<file path="src/rtl/pwr_ctrl_pkg.sv">
package pwr_ctrl_pkg;
  localparam int DATA_W   = 16;
  localparam int BYTE_W   = DATA_W / 2;
  localparam int MODE_W   = 3;
  localparam logic [BYTE_W-1:0] UNLOCK_KEY = 8'hA5;
  localparam logic [BYTE_W-1:0] READ_ID    = 8'h96;
  // bit positions inside the lower byte
  localparam int B_SPARE = 7;
  localparam int B_SUP   = 6;
  localparam int B_ROFF  = 4;
  localparam int B_POR   = 3;
  localparam int B_BOR   = 2;
  // mode codes
  localparam logic [MODE_W-1:0] M_LPM1   = 3'd2;
  localparam logic [MODE_W-1:0] M_LPM3   = 3'd4;
  localparam logic [MODE_W-1:0] M_LPM4   = 3'd5;
  localparam logic [MODE_W-1:0] M_LPM3_5 = 3'd6;
  localparam logic [MODE_W-1:0] M_LPM4_5 = 3'd7;

  typedef struct packed {
    logic spare;
    logic sup;
    logic roff;
    logic por;
    logic bor;
  } ctrl_bits_t;
endpackage

</file>
<file path="src/rtl/pwr_key_gate.sv">
module pwr_key_gate
  import pwr_ctrl_pkg::*;
#(
  parameter int KW = BYTE_W,
  parameter logic [KW-1:0] KEY = UNLOCK_KEY
) (
  input  logic          clk,
  input  logic          rst,
  input  logic          wr_en,
  input  logic [1:0]    wr_be,
  input  logic [KW-1:0] wr_key,
  output logic          apply_lo,
  output logic          unlocked
);
  logic key_ok;
  logic upper_wr;

  assign upper_wr = wr_en && wr_be[1];
  assign key_ok   = (wr_key == KEY);
  assign apply_lo = wr_en && wr_be[0] && (wr_be[1] ? key_ok : unlocked);

  always_ff @(posedge clk) begin
    if (rst)           unlocked <= 1'b0;
    else if (upper_wr) unlocked <= key_ok;
  end

  AST_WRONG_KEY_RELOCK: assert property (@(posedge clk) disable iff (rst)
    (wr_en && wr_be[1] && wr_key != KEY) |=> !unlocked);
  AST_LOCKED_LOWER_IGNORED: assert property (@(posedge clk) disable iff (rst)
    (wr_en && !wr_be[1] && !unlocked) |-> !apply_lo);
endmodule

</file>
<file path="src/rtl/pwr_ctrl_bits.sv">
module pwr_ctrl_bits
  import pwr_ctrl_pkg::*;
#(
  parameter int BW = BYTE_W
) (
  input  logic          clk,
  input  logic          rst,
  input  logic          apply_lo,
  input  logic [BW-1:0] lo_data,
  output ctrl_bits_t    bits
);
  always_ff @(posedge clk) begin
    if (rst) begin
      bits.spare <= 1'b0;
      bits.sup   <= 1'b1;
      bits.roff  <= 1'b0;
      bits.por   <= 1'b0;
      bits.bor   <= 1'b0;
    end else begin
      if (apply_lo) begin
        bits.spare <= lo_data[B_SPARE];
        bits.sup   <= lo_data[B_SUP];
        bits.roff  <= lo_data[B_ROFF];
      end
      bits.por <= apply_lo && lo_data[B_POR];
      bits.bor <= apply_lo && lo_data[B_BOR];
    end
  end

  AST_LOCKED_HOLD: assert property (@(posedge clk) disable iff (rst)
    (!rst && !apply_lo) |=> $stable({bits.spare, bits.sup, bits.roff}));
  AST_POR_CAUSE: assert property (@(posedge clk) disable iff (rst)
    bits.por |-> $past(apply_lo && lo_data[B_POR]));
  AST_BOR_CAUSE: assert property (@(posedge clk) disable iff (rst)
    bits.bor |-> $past(apply_lo && lo_data[B_BOR]));
  AST_POR_SELFCLR: assert property (@(posedge clk) disable iff (rst)
    (!rst && !apply_lo) |=> !bits.por);
endmodule

</file>
<file path="src/rtl/pwr_mode_qual.sv">
module pwr_mode_qual
  import pwr_ctrl_pkg::*;
#(
  parameter int MW = MODE_W
) (
  input  logic          clk,
  input  logic          rst,
  input  logic [MW-1:0] lpm_in,
  input  logic          sup_bit,
  input  logic          roff_bit,
  output logic          sup_en,
  output logic [MW-1:0] eff_mode,
  output logic          reg_off
);
  logic          shallow;
  logic          deep3;
  logic          deep4;
  logic [MW-1:0] eff_nxt;

  assign shallow = (lpm_in <= M_LPM1);
  assign deep3   = (lpm_in == M_LPM3);
  assign deep4   = (lpm_in == M_LPM4);

  always_comb begin
    eff_nxt = lpm_in;
    if (roff_bit && deep3) eff_nxt = M_LPM3_5;
    else if (roff_bit && deep4) eff_nxt = M_LPM4_5;
  end

  always_ff @(posedge clk) begin
    if (rst) begin
      sup_en   <= 1'b1;
      eff_mode <= '0;
      reg_off  <= 1'b0;
    end else begin
      sup_en   <= sup_bit || shallow;
      eff_mode <= eff_nxt;
      reg_off  <= roff_bit && (deep3 || deep4);
    end
  end

  AST_SUP_SHALLOW: assert property (@(posedge clk) disable iff (rst)
    (!rst && lpm_in <= M_LPM1) |=> sup_en);
  AST_SUP_BIT_ON: assert property (@(posedge clk) disable iff (rst)
    (!rst && sup_bit) |=> sup_en);
  AST_LPM35_SELECT: assert property (@(posedge clk) disable iff (rst)
    (!rst && roff_bit && lpm_in == M_LPM3) |=> (eff_mode == M_LPM3_5 && reg_off));
  AST_NO_ROFF_PASS: assert property (@(posedge clk) disable iff (rst)
    (!rst && !roff_bit) |=> (eff_mode == $past(lpm_in) && !reg_off));
endmodule

</file>
<file path="src/rtl/pwr_ctrl_reg.sv">
module pwr_ctrl_reg
  import pwr_ctrl_pkg::*;
(
  input  logic              clk,
  input  logic              rst,
  input  logic              wr_en,
  input  logic [1:0]        wr_be,
  input  logic [DATA_W-1:0] wr_data,
  output logic [DATA_W-1:0] rd_data,
  input  logic [MODE_W-1:0] lpm_in,
  output logic              sup_en,
  output logic [MODE_W-1:0] eff_mode,
  output logic              reg_off,
  output logic              por_pulse,
  output logic              bor_pulse
);
  logic       apply_lo;
  logic       unlocked;
  ctrl_bits_t bits;

  pwr_key_gate #(.KW(BYTE_W), .KEY(UNLOCK_KEY)) u_key (
    .clk(clk), .rst(rst), .wr_en(wr_en), .wr_be(wr_be),
    .wr_key(wr_data[DATA_W-1:BYTE_W]), .apply_lo(apply_lo), .unlocked(unlocked)
  );

  pwr_ctrl_bits #(.BW(BYTE_W)) u_bits (
    .clk(clk), .rst(rst), .apply_lo(apply_lo),
    .lo_data(wr_data[BYTE_W-1:0]), .bits(bits)
  );

  pwr_mode_qual #(.MW(MODE_W)) u_mode (
    .clk(clk), .rst(rst), .lpm_in(lpm_in), .sup_bit(bits.sup),
    .roff_bit(bits.roff), .sup_en(sup_en), .eff_mode(eff_mode), .reg_off(reg_off)
  );

  always_comb begin
    rd_data                 = '0;
    rd_data[DATA_W-1:BYTE_W] = READ_ID;
    rd_data[B_SPARE]        = bits.spare;
    rd_data[B_SUP]          = bits.sup;
    rd_data[B_ROFF]         = bits.roff;
    rd_data[B_POR]          = bits.por;
    rd_data[B_BOR]          = bits.bor;
  end

  assign por_pulse = bits.por;
  assign bor_pulse = bits.bor;

  AST_PULSE_MATCHES_READ: assert property (@(posedge clk) disable iff (rst)
    (por_pulse == rd_data[B_POR]) && (bor_pulse == rd_data[B_BOR]));
  AST_LOCK_BLOCKS_TRIGGER: assert property (@(posedge clk) disable iff (rst)
    (!rst && wr_en && !wr_be[1] && !unlocked) |=> (!por_pulse && !bor_pulse));
endmodule

</file>
<file path="config.mk">
export PLATFORM = sky130hd
export DESIGN_NAME = pwr_ctrl_reg
export DESIGN_NICKNAME = d
export VERILOG_FILES = /design/src/rtl/pwr_ctrl_pkg.sv /design/src/rtl/pwr_key_gate.sv /design/src/rtl/pwr_ctrl_bits.sv /design/src/rtl/pwr_mode_qual.sv /design/src/rtl/pwr_ctrl_reg.sv
export SDC_FILE = /design/constraint.sdc
export NUM_CORES = 1
export LEC_CHECK = 0
export ABC_AREA = 1
export BUFFER_PORTS_ARGS = -buffer_cell sky130_fd_sc_hd__buf_2
export CORE_MARGIN = 4
export CORE_UTILIZATION = 32
export DETAILED_ROUTE_END_ITERATION = 6
export GPL_TIMING_DRIVEN = 1
export PLACE_DENSITY = 0.75
export REMOVE_ABC_BUFFERS = 1
export SYNTH_ARGS = -nofsm -noshare
export SYNTH_HDL_FRONTEND = slang
export SYNTH_HIERARCHICAL = 1
export SYNTH_SLANG_ARGS = --single-unit
</file>
<file path="constraint.sdc">
create_clock -name clk -period 0.9 [get_ports clk]
set_input_delay 0.09 -clock clk [delete_from_list [all_inputs] [get_ports clk]]
set_output_delay 0.09 -clock clk [all_outputs]
set_load 0.05 [all_outputs]
</file>
Word level (Yosys, flattened, before mapping) --
Cells that the tools add are included.
Storage, ports and cells: output and inout bits 23, memories kept 0, word-level logic and storage cells 28, bits in latches 0, bits in writable memories 0, input bits 24, register bits after elaboration 11, memory bits (read-only) 0
Operators by class: $add $sub $neg 0, shift operators 0, bitwise operators 0, mux-type cells 3, order comparisons 1, reductions and logical operators 11, div/mod/pow operators 0, $mul 0, equality and inequality tests 3
Operators by type and width (number):
- equality test 8 bit (second input constant) | 1
- logical AND 1 bit | 8
- equality test 3 bit (second input constant) | 2
- two-way mux 3 bit | 2
- <= comparator 3 x 2 -> 1 bit (second input constant) | 1
- logical OR 1 bit | 2
- OR reduction 2 bit | 1
- two-way mux 1 bit | 1

Depth between registers and ports, before layout --
Gate-level depths: netlist (run 1).
depth in word-level cells 4, mapped depth 9, mapped depth without buffers 8

Modules after synthesis --
The synthesis (run 1) kept the hierarchy.
By module, submodules not included:
- pwr_ctrl_bits | cells an instance 25, area each 188.9 µm², sequential area each 100.1 µm², times used 1
- pwr_mode_qual | cells an instance 17, area each 147.6 µm², sequential area each 100.1 µm², times used 1
- pwr_ctrl_reg | cells an instance 15, area each 105.1 µm², sequential area each 0.0 µm², times used 1
- pwr_key_gate | cells an instance 18, area each 93.8 µm², sequential area each 20.0 µm², times used 1

Worst setup path after synthesis (run 1) --
OpenSTA, ideal clock, no wires.
path kind register to output, from register u_bits/bits[0] (netlist name), to output port rd_data[2], data required time 810 ps, cell stages (with the launch flop) 2, arrival time 894 ps, buffers on the path 1, slack -84 ps, cell sequence dfxtp_1 -> buf_4
RTL lines:
- to (decl) | line pwr_ctrl_reg.sv:9 | output logic [DATA_W-1:0] rd_data,
No word-level cell between the ends.

Worst setup path in the final report (run 1) --
from register u_key.unlocked, to register u_bits/bits[3] (netlist name)
On the way: cells in the longest elaborated chain, start to end 2
Ends and longest elaborated chain:
- from (decl) | line pwr_key_gate.sv:13 | output logic unlocked
- from (signal assigned) | line pwr_key_gate.sv:24 | else if (upper_wr) unlocked <= key_ok;
- two-way mux 1 bit | line pwr_key_gate.sv:20 | assign apply_lo = wr_en && wr_be[0] && (wr_be[1] ? key_ok : unlocked);
- logical AND 1 bit | line pwr_key_gate.sv:20
- named net apply_lo | line pwr_ctrl_reg.sv:17 | logic apply_lo;
The timed path passes the listed nets, and every way through them passes these cells. A chain may end at the register's enable or synchronous reset.

==> impl_metrics.env, run 1 <==
export IMPL_multi_input_area_um2=205
export IMPL_layout_nets=132
export IMPL_p_leak_nw=0.420
export IMPL_hold_path_class="input pin to flop"
export IMPL_fmax_mhz=1030
export IMPL_crit_fanout=8
export IMPL_synth_area_per_cell_um2=7.14
export IMPL_grt_max_degree=10
export IMPL_cap_violations=0
export IMPL_synthCells=75
export IMPL_netlist_area_um2=536
export IMPL_core_region_area_um2=1540
export IMPL_grt_pass1_wl_mm=1.62
export IMPL_wire_per_inst_um=8.50
export IMPL_regArea_um2=224
export IMPL_critical_path_arrival_ns=1.12
export IMPL_die_h_um=48.9
export IMPL_period_minus_slack_ns=0.966
export IMPL_synth_warnings=6
export IMPL_final_area_um2=744
export IMPL_post_route_period_util=1.07
export IMPL_crit_type="flop to flop"
export IMPL_viasPerCell=3.86
export IMPL_clkSinkCount=11
export IMPL_place_ws_ns=-0.108
export IMPL_placed_area_um2=648
export IMPL_final_common_cell="buf_2"
export IMPL_postCtsSetupBuffers=0
export IMPL_dp_cells=119
export IMPL_routabilityCongestion=0.678
export IMPL_drc=0
export IMPL_cts_root_buf="clkbuf_4"
export IMPL_ant_nets=0
export IMPL_dieArea_um2=2390
export IMPL_instances_no_fill=123
export IMPL_ys_types=14
export IMPL_first_pass_iters=2
export IMPL_powerDensity_nw_per_um2=1510
export IMPL_startpoint_type="flop"
export IMPL_cts_buffers=3
export IMPL_ys_seq_area_frac=0.411
export IMPL_setup_violations=7
export IMPL_holdBufCountCts=0
export IMPL_synth_seq_cells=11
export IMPL_cpMaxStageDelayCell="dfxtp_2"
export IMPL_final_cell_mix="buf_2 (20), nand2_1 (14), conb_1 (11), inv_1 (11), nor2_1 (9)"
export IMPL_vias=475
export IMPL_path_cells="o211ai_1 > a21oi_1 > buf_4 > inv_2 > nand2_2 > nand3_1"
export IMPL_cp_required_ns=1.05
export IMPL_hold_violations=0
export IMPL_finalClockSkew_ns=0.00223
export IMPL_antenna_found_initial=0
export IMPL_grt_overflow_total=0
export IMPL_htree_levels=1
export IMPL_rsz0062_at_grt="true"
export IMPL_ir_worst_vdd_v=0.000900
export IMPL_grt_pass1_vias=409
export IMPL_fin_setup_tns_ns=-0.272
export IMPL_insertion_delay_ns=0.26
export IMPL_grt_usage=0.0841
export IMPL_cts_tree="built"
export IMPL_status="complete, but fails checks"
export IMPL_n_antenna_cell=0
export IMPL_cpPeakStageDelay_ns=0.33
export IMPL_nFillCells=163
export IMPL_finalWorstSetupSlack_ns=-0.0664
export IMPL_first_iter_violations=3
export IMPL_fp_row_count=14
export IMPL_final_layout_size_suffix_gt1_frac=0.430
export IMPL_failed_checks="setup timing"
export IMPL_slew_viol_final=0
export IMPL_die_width_um=48.9
export IMPL_portBuffers=32
export IMPL_end_kind="flop"
export IMPL_clockBufferDepth=2
export IMPL_start_util=0.347
export IMPL_ioPinCount=47
export IMPL_total_power_mw=1.12
export IMPL_dpl_hpwl_um=892
export IMPL_totalWireLength_mm=1.05
export IMPL_area_delta_synth_final_pct=39.0
export IMPL_clkTransAtPathRegs_ns=0.07
[per-layer routing]
layer  up-vias  wire length (µm)  GRT usage
met1       197               381     0.0793
met3         0               118     0.0550
li1        260                 -          -
met5         -                 0          0
met2        18               545      0.146
met4         0                 0     0.0269
[final timing paths]
kind | slack (ns) | from | endpoint | cells after the start
worst max-delay path | -0.07 | u_key/unlocked | u_bits/bits[3] | 6
worst min-delay path | 0.02 | lpm_in[1] | u_mode/reg_off | 2
worst max register to register | -0.07 | u_key/unlocked | u_bits/bits[3] | 6
worst min register to register | 0.48 | u_bits/bits[4] | u_bits/bits[4] | 2
[through the flow]
step                       util  hold WS, ns
after floorplan               -        0.159
after global placement    0.420        0.290
after detailed placement  0.420        0.294
after CTS                 0.462      0.00894
after global routing      0.483       0.0191
final                     0.483       0.0196
[final cells by class]
cell class / instances / area share
timing repair buffer: 33 / 0.301
clock buffer: 4 / 0.0353
inverter: 12 / 0.0605
tap: 16 / 0.0269
sequential: 11 / 0.301
multi-input combinational: 47 / 0.276
[synthesized netlist by cell type (all sizes together)]
library cell / instances / share of area
o21bai: 1 / 0.014
nand2: 18 / 0.13
o211ai: 1 / 0.014
buf: 14 / 0.20
nor3: 1 / 0.0093
inv: 12 / 0.084
nor2: 11 / 0.082
nand3: 1 / 0.0093
conb: 2 / 0.014
a21oi: 3 / 0.028
dfxtp: 11 / 0.41
[cell families (layout without fill, tap and decap cells)]
group | Yosys count | count (layout) | synth area share
buffers and inverters | 26 | 49 | 0.287
AOI/OAI and AO/OA | 5 | 5 | 0.0561
other | 2 | 11 | 0.0140
and+or+nand+nor | 31 | 31 | 0.231
DFF | 11 | 11 | 0.411
[state kept, by name (all words and copies together) (netlist names)]
name / count
u_bits/bits: 5
u_mode/eff_mode: 3
u_key/unlocked: 1
u_mode/reg_off: 1
u_mode/sup_en: 1
[worst max-delay path, delay by kind of cell (launching register included)]
family          cells  cell delay (ns)
flops               1             0.33
buf+inv             2             0.23
compound gates      2             0.20
simple gates        2             0.09
[what timing repair did]
action / in CTS / in global routing
setup endpoints to repair: 17 / 13
pin swaps: 3 / 1
cloned: 0 / 0
resized for setup: 16 / 11
[where the power goes]
group          leakage, nW  total [mW]  switching (mW)  internal (mW)
logic                0.314       0.287           0.211         0.0765
clock network       0.0150       0.321           0.150          0.171
registers           0.0914       0.514         0.00868          0.505
No activity file was read; power rests on OpenSTA's default activity.
==> inputs of run 2 (changes only) <==
--- a/config.mk
+++ b/config.mk
@@ -17,3 +17,4 @@
 export SYNTH_HDL_FRONTEND = slang
 export SYNTH_HIERARCHICAL = 1
 export SYNTH_SLANG_ARGS = --single-unit
+export TNS_END_PERCENT = 30
==> impl_metrics.env, run 2 (synthesis gave the netlist of run 1 again) <==
export IMPL_insertion_delay_ns=0.26
export IMPL_largest_register_ffs=5
export IMPL_dieArea_um2=2390
export IMPL_ioPinCount=47
export IMPL_final_area_um2=731
export IMPL_grt_max_degree=10
export IMPL_portBuffers=32
export IMPL_grt_pass1_vias=410
export IMPL_grt_overflow_total=0
export IMPL_end_kind="flop"
export IMPL_clkTransAtPathRegs_ns=0.07
export IMPL_drc=0
export IMPL_period_minus_slack_ns=0.966
export IMPL_post_route_period_util=1.07
export IMPL_clockBufferDepth=2
export IMPL_dpl_hpwl_um=892
export IMPL_nFillCells=165
export IMPL_placed_area_um2=648
export IMPL_wire_per_inst_um=8.53
export IMPL_rsz0062_at_grt="true"
export IMPL_cts_root_buf="clkbuf_4"
export IMPL_p_leak_nw=0.418
export IMPL_crit_fanout=8
export IMPL_core_region_area_um2=1540
export IMPL_ant_nets=0
export IMPL_die_width_um=48.9
export IMPL_cts_tree="built"
export IMPL_finalWorstSetupSlack_ns=-0.0664
export IMPL_cap_violations=0
export IMPL_finish_utilization=0.474
export IMPL_hold_violations=0
export IMPL_final_common_cell="buf_2"
export IMPL_finalClockSkew_ns=0.00223
export IMPL_start_util=0.347
export IMPL_layout_nets=132
export IMPL_instances_no_fill=123
export IMPL_slew_viol_final=0
export IMPL_dp_cells=119
export IMPL_final_cell_mix="buf_2 (20), nand2_1 (14), conb_1 (11), inv_1 (11), dfxtp_1 (10)"
export IMPL_hold_path_class="input pin to flop"
export IMPL_first_iter_violations=3
export IMPL_die_h_um=48.9
export IMPL_vias=476
export IMPL_postCtsSetupBuffers=0
export IMPL_startpoint_type="flop"
export IMPL_area_delta_synth_final_pct=36.4
export IMPL_crit_type="flop to flop"
export IMPL_final_layout_size_suffix_gt1_frac=0.411
export IMPL_top_register="u_bits/bits"
export IMPL_cts_buffers=3
export IMPL_powerDensity_nw_per_um2=1530
export IMPL_clkSinkCount=11
export IMPL_grt_pass1_wl_mm=1.62
export IMPL_holdBufCountCts=0
export IMPL_fin_setup_tns_ns=-0.245
export IMPL_totalWireLength_mm=1.05
export IMPL_status="complete, but fails checks"
export IMPL_n_antenna_cell=0
export IMPL_first_pass_iters=2
export IMPL_fp_row_count=14
export IMPL_top_regs="u_bits/bits: 5 flops, u_mode/eff_mode: 3 flops"
export IMPL_antenna_found_initial=0
export IMPL_setup_violations=7
export IMPL_critical_path_arrival_ns=1.12
export IMPL_fmax_mhz=1030
export IMPL_viasPerCell=3.87
export IMPL_routabilityCongestion=0.678
export IMPL_grt_usage=0.0841
export IMPL_ir_worst_vdd_v=0.000900
export IMPL_failed_checks="setup timing"
export IMPL_htree_levels=1
export IMPL_cp_required_ns=1.05
run 2: cell types whose count changed in the layout (fill, tap and decap cells not counted):
cell,change
buf_4,+3
buf_6,-3
dfxtp_1,+2
dfxtp_2,-2
run 2: area by class of cell:
| type | count | area, µm² | area share |
|---|---|---|---|
| inverter | 12 | 45.0 | 0.0616 |
| clock buffer | 4 | 26.3 | 0.0360 |
| multi-input combinational | 47 | 205 | 0.281 |
| sequential | 11 | 221 | 0.303 |
| tap | 16 | 20.0 | 0.0274 |
| timing repair buffer | 33 | 213 | 0.291 |
run 2: per-layer routing:
metal | vias up | share of wire | track usage
met2 | 18 | 0.52 | 0.146
met4 | 0 | 0 | 0.0269
met3 | 0 | 0.12 | 0.0550
li1 | 260 | - | -
met5 | - | 0 | 0
met1 | 198 | 0.36 | 0.0793
run 2: what timing repair did:
item                                    CTS  global route
gates resized for setup                  16             6
endpoints found under the setup margin   17            13
pin swaps                                 3             0
run 2: report_power, final:
part	internal (mW)	leakage, nW	switching, mW	total (mW)
Clock	0.171	0.0150	0.150	0.321
Sequential	0.505	0.0904	0.00840	0.513
Combinational	0.0755	0.313	0.211	0.286
Total	0.751	0.418	0.369	1.12
run 2: through the flow:
| stage | hold WS [ns] | power, mW | worst slack, ns |
|---|---|---|---|
| 2_1_floorplan | 0.159 | 0.720 | -0.186 |
| 4_1_cts | 0.00894 | 1.13 | -0.0695 |
| 3_5_place_dp | 0.294 | 0.793 | -0.108 |
| 3_3_place_gp | 0.290 | 0.790 | -0.0761 |
| 6_report | 0.0196 | 1.12 | -0.0664 |
| 5_1_grt | 0.0191 | 1.18 | -0.179 |
run 2: final timing paths:
path	start	to	slack, ns	depth (start not counted)
setup reg to reg	u_key/unlocked	u_bits/bits[3]	-0.07	6
setup / recovery	u_key/unlocked	u_bits/bits[3]	-0.07	6
hold / removal	lpm_in[1]	u_mode/reg_off	0.02	2
hold reg to reg	u_bits/bits[4]	u_bits/bits[4]	0.48	2
run 2: worst max-delay path: stages (launching register included):
cell      delay (ns)
dfxtp_2         0.33
o211ai_1        0.07
a21oi_1         0.13
buf_4           0.19
inv_2           0.04
nand2_2         0.04
nand3_1         0.05
